`src/rtl/burst_sequencer.sv`:
```
module burst_sequencer #(
  parameter int STATE_W = 6,
  parameter int RUN_LEN = 33
) (
  input  logic clk,
  input  logic rst,
  input  logic start,
  output logic burst_clk,
  output logic strobe_first,
  output logic strobe_mid,
  output logic strobe_last,
  output logic busy
);

  localparam int CODES     = 1 << STATE_W;
  localparam int MID_CODE  = (RUN_LEN + 1) / 2;

  localparam logic [STATE_W-1:0] IDLE    = '0;
  localparam logic [STATE_W-1:0] RUN_S   = STATE_W'(1);
  localparam logic [STATE_W-1:0] RUN_E   = STATE_W'(RUN_LEN);
  localparam logic [STATE_W-1:0] RUN_M   = STATE_W'(MID_CODE);
  localparam logic [STATE_W-1:0] CHAIN_S = STATE_W'(RUN_LEN + 1);
  localparam logic [STATE_W-1:0] CHAIN_E = STATE_W'(CODES - 1);

  logic [STATE_W-1:0] state, nxt;
  logic nxt_run;

  always_comb begin
    if (rst)                                    nxt = CHAIN_S;
    else if (state == IDLE)                     nxt = start ? RUN_S : IDLE;
    else if (state == RUN_E)                    nxt = IDLE;
    else if (state == CHAIN_E)                  nxt = IDLE;
    else if (state < RUN_E || state >= CHAIN_S) nxt = state + 1'b1;
    else                                        nxt = CHAIN_S;
  end

  assign nxt_run = (nxt != IDLE) && (nxt <= RUN_E);

  always_ff @(posedge clk) begin
    state        <= nxt;
    busy         <= nxt_run;
    burst_clk    <= nxt_run && nxt[0];
    strobe_first <= nxt == RUN_S;
    strobe_mid   <= nxt == RUN_M;
    strobe_last  <= nxt == RUN_E;
  end

  assert_reset_entry_R1: assert property (@(posedge clk)
    rst |=> (state == CHAIN_S) && !busy && !burst_clk);

  assert_chain_step_R2: assert property (@(posedge clk) disable iff (rst)
    (state >= CHAIN_S && state != CHAIN_E) |=> state == $past(state) + 1'b1);

  assert_chain_exit_R2: assert property (@(posedge clk) disable iff (rst)
    (state == CHAIN_E) |=> state == IDLE);

  assert_idle_hold_R3: assert property (@(posedge clk) disable iff (rst)
    (state == IDLE && !start) |=> state == IDLE);

  assert_idle_launch_R3: assert property (@(posedge clk) disable iff (rst)
    (state == IDLE && start) |=> state == RUN_S && strobe_first);

  assert_run_step_R4: assert property (@(posedge clk) disable iff (rst)
    (state != IDLE && state < RUN_E) |=> state == $past(state) + 1'b1);

  assert_run_exit_R4: assert property (@(posedge clk) disable iff (rst)
    (state == RUN_E) |=> state == IDLE && !busy);

  assert_busy_range_R5: assert property (@(posedge clk) disable iff (rst)
    busy |-> (state != IDLE && state <= RUN_E));

  assert_burst_toggle_R6: assert property (@(posedge clk) disable iff (rst)
    ($past(busy) && busy) |-> burst_clk != $past(burst_clk));

  assert_burst_in_run_R6: assert property (@(posedge clk) disable iff (rst)
    burst_clk |-> busy);

  assert_strobe_onehot_R7: assert property (@(posedge clk) disable iff (rst)
    $onehot0({strobe_first, strobe_mid, strobe_last}));

  assert_strobe_busy_R7: assert property (@(posedge clk) disable iff (rst)
    (strobe_first || strobe_mid || strobe_last) |-> busy);

endmodule

```
`config.mk`:
```
export PLATFORM = sky130hd
export DESIGN_NAME = burst_sequencer
export DESIGN_NICKNAME = d
export VERILOG_FILES = /design/src/rtl/burst_sequencer.sv
export SDC_FILE = /design/constraint.sdc
export NUM_CORES = 1
export LEC_CHECK = 0
export BUFFER_PORTS_ARGS = -buffer_cell sky130_fd_sc_hd__buf_2
export CORE_UTILIZATION = 41
export DETAILED_ROUTE_END_ITERATION = 16
export MAX_ROUTING_LAYER = met4
export PLACE_DENSITY = 0.67
export SLEW_MARGIN = 10
export SYNTH_ARGS = -nofsm -noshare
export SYNTH_HDL_FRONTEND = slang
export SYNTH_SLANG_ARGS = --single-unit
```
`constraint.sdc`:
```
create_clock -name clk -period 2.95 [get_ports clk]
set_clock_uncertainty 0.2 [all_clocks]
set_input_delay 0.59 -clock clk [delete_from_list [all_inputs] [get_ports clk]]
set_output_delay 0.59 -clock clk [all_outputs]
set_load 0.1 [all_outputs]
```
==> flow_metrics.tcl, run 1 <==
set metrics [dict create \
    layout.core_utilization_pct 49.8 \
    tritoncts_clock_tree "built" \
    setup_viol 0 \
    hold_path_class "register to register" \
    finish.cell_count_without_fillers 84 \
    floorplan.die.height_um 39.5 \
    layout_commonest_cell "sky130_fd_sc_hd__dfxtp_1" \
    critPathArrivalTime_ps 2170 \
    power.switching_uw 374 \
    max_slew_margin_pct 67.4 \
    multiInputGateArea_um2 333 \
    critPathKind "register to register" \
    routabilityCongestion 0.854 \
    hpwl_um 780 \
    cell_area_after_synthesis_um2 576 \
    areaGrowthSynthToFinish_pct 12.6 \
    seq_power_share_pct 30.9 \
    initial_utilization_pct 44.2 \
    clock_sinks 11 \
    post_synth.cell_area_avg_um2 9.76 \
    status "complete, no violations" \
    worst_hold_path.endpoint "state[4]" \
    max-vdd-ir-drop_mv 0.590 \
    clock_tree.buffer_depth 2 \
    worst_r2r_path_depth 7 \
    ant_nets 0 \
    clkSlewWorstSetupHoldPaths_ps 70 \
    cp-end-kind "register" \
    first_pass_iters 3 \
    htreeDepth 1 \
    grt_pass1_vias 439 \
    comb_power_share_pct 55.7 \
    drt_iter0_drc 4 \
    antenna-diode-count 0 \
    vias 436 \
    placementRows 13 \
    cap_violations 0 \
    num-fill-cells 131 \
    p_clk_share_pct 13.4 \
    number_of_instances_in_the_placed_design 80 \
    worstMarginPinSlew_ps 492 \
    final_hold_viol_count 0 \
    worst_path_max_delay_cell "sky130_fd_sc_hd__dfxtp_1" \
    fp.dieArea_mm2 0.00156 \
    synth.yosys.seq_area_share_pct 38.3 \
    cellPowerDensity_mw_per_mm2 1160 \
    yosys_warnings 0 \
    period_minus_slack_ps 2170 \
    cts_setup_buffers 0 \
    drt_wl_total_um 983 \
    postSynthCellCount 59 \
    worstSkewPairLatency_ps 260 \
    layout_worst_path_cycle_share_pct 73.7 \
    post_cts.resized_instances 0 \
    grt_pass1_wl_um 1680 \
    hold-path-cell-count 2 \
    static-leakage-power_nw 0.294 \
    max_clock_freq_mhz 460 \
    global_route.overflow_total 0 \
    remaining_drc_errors 0 \
    clockRootBuffer "sky130_fd_sc_hd__clkbuf_4" \
    layout.cells.most_common_list "11 x sky130_fd_sc_hd__dfxtp_1, 7 x sky130_fd_sc_hd__buf_2, 5 x sky130_fd_sc_hd__nor2_1, 4 x sky130_fd_sc_hd__inv_1, 4 x sky130_fd_sc_hd__ha_1" \
    timing.critical_path.from_type "register" \
    initial_antenna_violation_count 0 \
    critical_path.max_stage_delay_ps 430 \
    syn-num-nets 66 \
    netSwitchingFraction_pct 49.7 \
    setup_repair_after_global_routing_missed_its_margin "no" \
    worstPathMaxFanout 6 \
    post_detailed_route_wirelength_per_cell_um 11.7 \
    worstReg2RegEnd "busy" \
    vias_per_cell 5.19 \
    hold_start "state[4]" \
    reg2reg_from "state[0]" \
    coreArea_mm2 0.00130 \
    required_ps 2950 \
    final_nets 77 \
    synth-async-reset-ratio_pct 0 \
    gr_usage_total_pct 17.0 \
    cts_hold_buffers_added 0 \
    final.setup.tns_ps 0 \
    cellInternalPower_uw 379 \
    timing_max_transition_violations_final 0 \
    sequential_cell_area_um2 220 \
    cts_made_buffers 3 \
    io-pin-count 8 \
    commonest_register_cell_after_synthesis "sky130_fd_sc_hd__dfxtp_1" \
    port_buffer_count 7 \
    synth.lib_cells_used.distinct 31 \
    post_route_cells_drive_above_1_share_pct 26.1 \
    ys_ff_latch 11 \
    grt_max_degree 11 \
    cp_cell_sequence "inv_1 -> ha_1 -> nor3_1 -> o221a_2 -> nor3_2 -> nor4b_4 -> mux2i_1" \
    regToRegSetupSlack_ps 780 \
    synth_enable_flop_cells 0 \
    fp.dieW_um 39.5 \
]
==> routing by layer <==
| layer | up-vias | routed length [um] | track usage (%) |
|---|---|---|---|
| met5 | - | 0 | - |
| met4 | 0 | 0 | 7.76 |
| met3 | 0 | 41 | 5.11 |
| met2 | 7 | 503 | 27.0 |
| met1 | 203 | 438 | 19.4 |
| li1 | 226 | - | - |
==> power by group through the flow <==
stage                     clock network, mW  logic [mW]  registers, mW
final                                 0.101       0.419          0.233
after global routing                  0.109       0.461          0.240
after CTS                             0.101       0.421          0.233
after detailed placement                  0       0.418          0.236
after global placement                    0       0.413          0.235
after floorplan                           0       0.234          0.350
==> cells by family (layout without fill, tap and decap cells) <==
| group | after synthesis | count (layout) | synth area share, % |
|---|---|---|---|
| DFF | 11 | 11 | 38.3 |
| AOI/OAI and AO/OA | 7 | 7 | 9.78 |
| adders and majority gates | 4 | 4 | 8.70 |
| muxes | 3 | 3 | 5.65 |
| buffers and inverters | 5 | 15 | 3.91 |
| and+or+nand+nor | 27 | 27 | 30.7 |
| xor gates and xnor gates | 2 | 2 | 3.04 |
==> how the worst max path moves through the flow <==
stage	start	slack, ps	to	cells after the start
2_1_floorplan	state[0]	1020	busy	7
3_3_place_gp	state[0]	850	busy	7
3_5_place_dp	state[0]	800	busy	7
4_1_cts	state[0]	790	busy	7
5_1_grt	state[0]	590	busy	7
6_report	state[0]	780	busy	7
==> state kept, by name, indices dropped and copies added (netlist names) <==
name	flops
strobe_mid	1
state	6
strobe_first	1
busy	1
burst_clk	1
strobe_last	1
==> per-stage QoR <==
step / hold WS, ps / cell area [um^2] / worst slack, ps / power, mW
global route: 446 / 648 / 591 / 0.810
CTS: 437 / 648 / 787 / 0.756
floorplan: 387 / 576 / 1020 / 0.585
detailed placement: 420 / 622 / 804 / 0.654
finish: 431 / 648 / 776 / 0.752
global placement: 417 / 622 / 851 / 0.648
==> cell usage after synthesis (2+ instances only) <==
cell type,instances,share of area (%)
sky130_fd_sc_hd__nand3_1,3,2.6
sky130_fd_sc_hd__inv_1,4,2.6
sky130_fd_sc_hd__nor3_2,3,5.2
sky130_fd_sc_hd__ha_1,4,8.7
sky130_fd_sc_hd__and3_1,2,2.2
sky130_fd_sc_hd__nor2_1,5,3.3
sky130_fd_sc_hd__nand2_1,2,1.3
sky130_fd_sc_hd__dfxtp_1,11,38
sky130_fd_sc_hd__nor3_1,3,2.6
==> worst max-delay path, delay by kind of cell (launching register included) <==
family	cells	cell delay [ps]
buffers and inverters	1	100
flip-flops	1	430
AND/OR/NAND/NOR	3	640
adder cells (fa/ha/maj)	1	240
AO/OA/AOI/OAI	1	270
multiplexers	1	210
==> area by class of cell <==
class	instances	area share, %
multi-input combinational	43	51.4
clock buffer	4	4.05
sequential	11	34.0
inverter	4	2.32
timing repair buffer	7	5.41
tap	15	2.90
No activity file was read; power rests on OpenSTA's default activity.
==> inputs of run 2 (changes only) <==
clock period = 2.12 ns   (was 2.95 ns; I/O delays follow)
==> flow_metrics.tcl, run 2 (synthesized netlist as in run 1, its figures left out) <==
set metrics [dict create \
    status "complete, no violations" \
    final_nets 79 \
    critPathKind "register to register" \
    first_pass_iters 4 \
    layout_commonest_cell "sky130_fd_sc_hd__dfxtp_1" \
    floorplan.die.height_um 39.5 \
    fp.dieW_um 39.5 \
    seq_power_share_pct 29.2 \
    initial_antenna_violation_count 0 \
    worstReg2RegEnd "strobe_last" \
    setup_viol 0 \
    cp_cell_sequence "inv_1 -> ha_1 -> mux2_1 -> o2bb2ai_2 -> nor2_2 -> nor4b_4 -> and3_1" \
    timing.hold.ws_ps 303 \
    tritoncts_clock_tree "built" \
    timing.critical_path.from_type "register" \
    layout.cells.most_common_list "10 x sky130_fd_sc_hd__dfxtp_1, 7 x sky130_fd_sc_hd__buf_2, 4 x sky130_fd_sc_hd__inv_1, 4 x sky130_fd_sc_hd__nor3_2, 4 x sky130_fd_sc_hd__nor2_1" \
    num-fill-cells 125 \
    worst_path_max_delay_cell "sky130_fd_sc_hd__dfxtp_1" \
    drt_wl_total_um 1040 \
    netSwitchingFraction_pct 48.7 \
    worst_hold_path.endpoint "state[2]" \
    grt_max_degree 11 \
    place_worst_setup_slack_ps 38.8 \
    hpwl_um 786 \
    layout_worst_path_cycle_share_pct 93.6 \
    post_route_cells_drive_above_1_share_pct 35.2 \
    worst_r2r_path_depth 7 \
    finish.cell_count_without_fillers 86 \
    largest_register_ffs 6 \
    areaGrowthSynthToFinish_pct 18.3 \
    routabilityCongestion 0.859 \
    grt_busiest_layer "met2" \
    required_ps 2070 \
    period_minus_slack_ps 1980 \
    power.switching_uw 539 \
    vias 443 \
    grt_pass1_wl_um 1660 \
    max_slew_margin_pct 67.7 \
    reg2reg_from "state[0]" \
    timing_max_transition_violations_final 0 \
    placementRows 13 \
    antenna-diode-count 0 \
    io-pin-count 8 \
    worstPathMaxFanout 4 \
    clock_sinks 11 \
    cp-end-kind "register" \
    port_buffer_count 7 \
    cellInternalPower_uw 568 \
    crit_buf_inv 1 \
    cts_made_buffers 3 \
    final_hold_viol_count 0 \
    clkSlewWorstSetupHoldPaths_ps 70 \
    grtUsageMet1_pct 21.0 \
    final_critical_path_setup_slack_ps 136 \
    fp.dieArea_mm2 0.00156 \
    worstSkewPairLatency_ps 260 \
    global_route.overflow_total 0 \
    clock_tree.buffer_depth 2 \
    comb_power_share_pct 58.7 \
    cellPowerDensity_mw_per_mm2 1630 \
    ant_nets 0 \
    final.setup.tns_ps 0 \
    remaining_drc_errors 0 \
    grt_util_met2_pct 25.0 \
    hold-path-cell-count 2 \
    initial_utilization_pct 44.2 \
    clockRootBuffer "sky130_fd_sc_hd__clkbuf_4" \
    cap_violations 0 \
    static-leakage-power_nw 0.303 \
    p_clk_share_pct 12.1 \
    drt_iter0_drc 5 \
    grt_pass1_vias 404 \
    vias_per_cell 5.15 \
    hold_path_class "input port to register" \
    regToRegSetupSlack_ps 140 \
    worstMarginPinSlew_ps 487 \
    setup_repair_after_global_routing_missed_its_margin "no" \
    critical_path.max_stage_delay_ps 390 \
    gr_usage_total_pct 16.2 \
    path_delay_family "simple AND/OR/NAND/NOR gates" \
    hold_start "rst" \
    max_clock_freq_mhz 504 \
    met3_usage_pct 1.70 \
    regMostFlops "state" \
    number_of_instances_in_the_placed_design 82 \
    post_detailed_route_wirelength_per_cell_um 12.1 \
    cts_setup_buffers 0 \
    coreArea_mm2 0.00130 \
    htreeDepth 1 \
    max-vdd-ir-drop_mv 0.928 \
    critPathArrivalTime_ps 1930 \
]
run 2: changes by cell type in the layout (fill, tap and decap cells not counted), sizes merged:
| cell | delta |
|---|---|
| buf | +2 |
run 2: what timing repair did:
action	CTS	global route
hold buffers	0	0
endpoints found under the hold margin	0	0
endpoints found under the setup margin	0	5
resized for setup	0	5
run 2: stage by stage:
| step | power [mW] | util [%] | area [um^2] |
|---|---|---|---|
| floorplan | 0.814 | - | 576 |
| global placement | 0.932 | 48.9 | 637 |
| detailed placement | 0.937 | 48.9 | 637 |
| CTS | 1.08 | 51.0 | 663 |
| global route | 1.19 | 52.3 | 681 |
| finish | 1.11 | 52.3 | 681 |
run 2: worst max path at each step:
stage / cells after the start / from / to / slack, ps
detailed placement: 7 / state[0] / busy / 40
finish: 7 / state[0] / strobe_last / 140
floorplan: 7 / state[0] / busy / 190
CTS: 7 / state[0] / busy / 40
global placement: 7 / state[0] / strobe_last / 100
global route: 7 / state[0] / busy / 10
run 2: area by class of cell:
type / instances / area (um^2) / area share, %
Clock buffer: 4 / 26.3 / 3.86
Tap cell: 15 / 18.8 / 2.76
Timing Repair Buffer: 9 / 50.0 / 7.35
Sequential cell: 11 / 221 / 32.5
Multi-Input combinational cell: 43 / 349 / 51.3
Inverter: 4 / 15.0 / 2.21
run 2: routing by layer:
layer  part of all wire [%]  wire [um]
met4                   0.58          6
met3                    2.9         30
met1                     48        498
met2                     48        501
met5                      0          0
run 2: power groups by stage:
stage | Combinational (mW) | Sequential, mW | Clock [mW]
2_1_floorplan | 0.326 | 0.488 | 0
3_3_place_gp | 0.614 | 0.319 | 0
3_5_place_dp | 0.615 | 0.321 | 0
4_1_cts | 0.617 | 0.318 | 0.140
5_1_grt | 0.708 | 0.331 | 0.151
6_report | 0.650 | 0.323 | 0.134
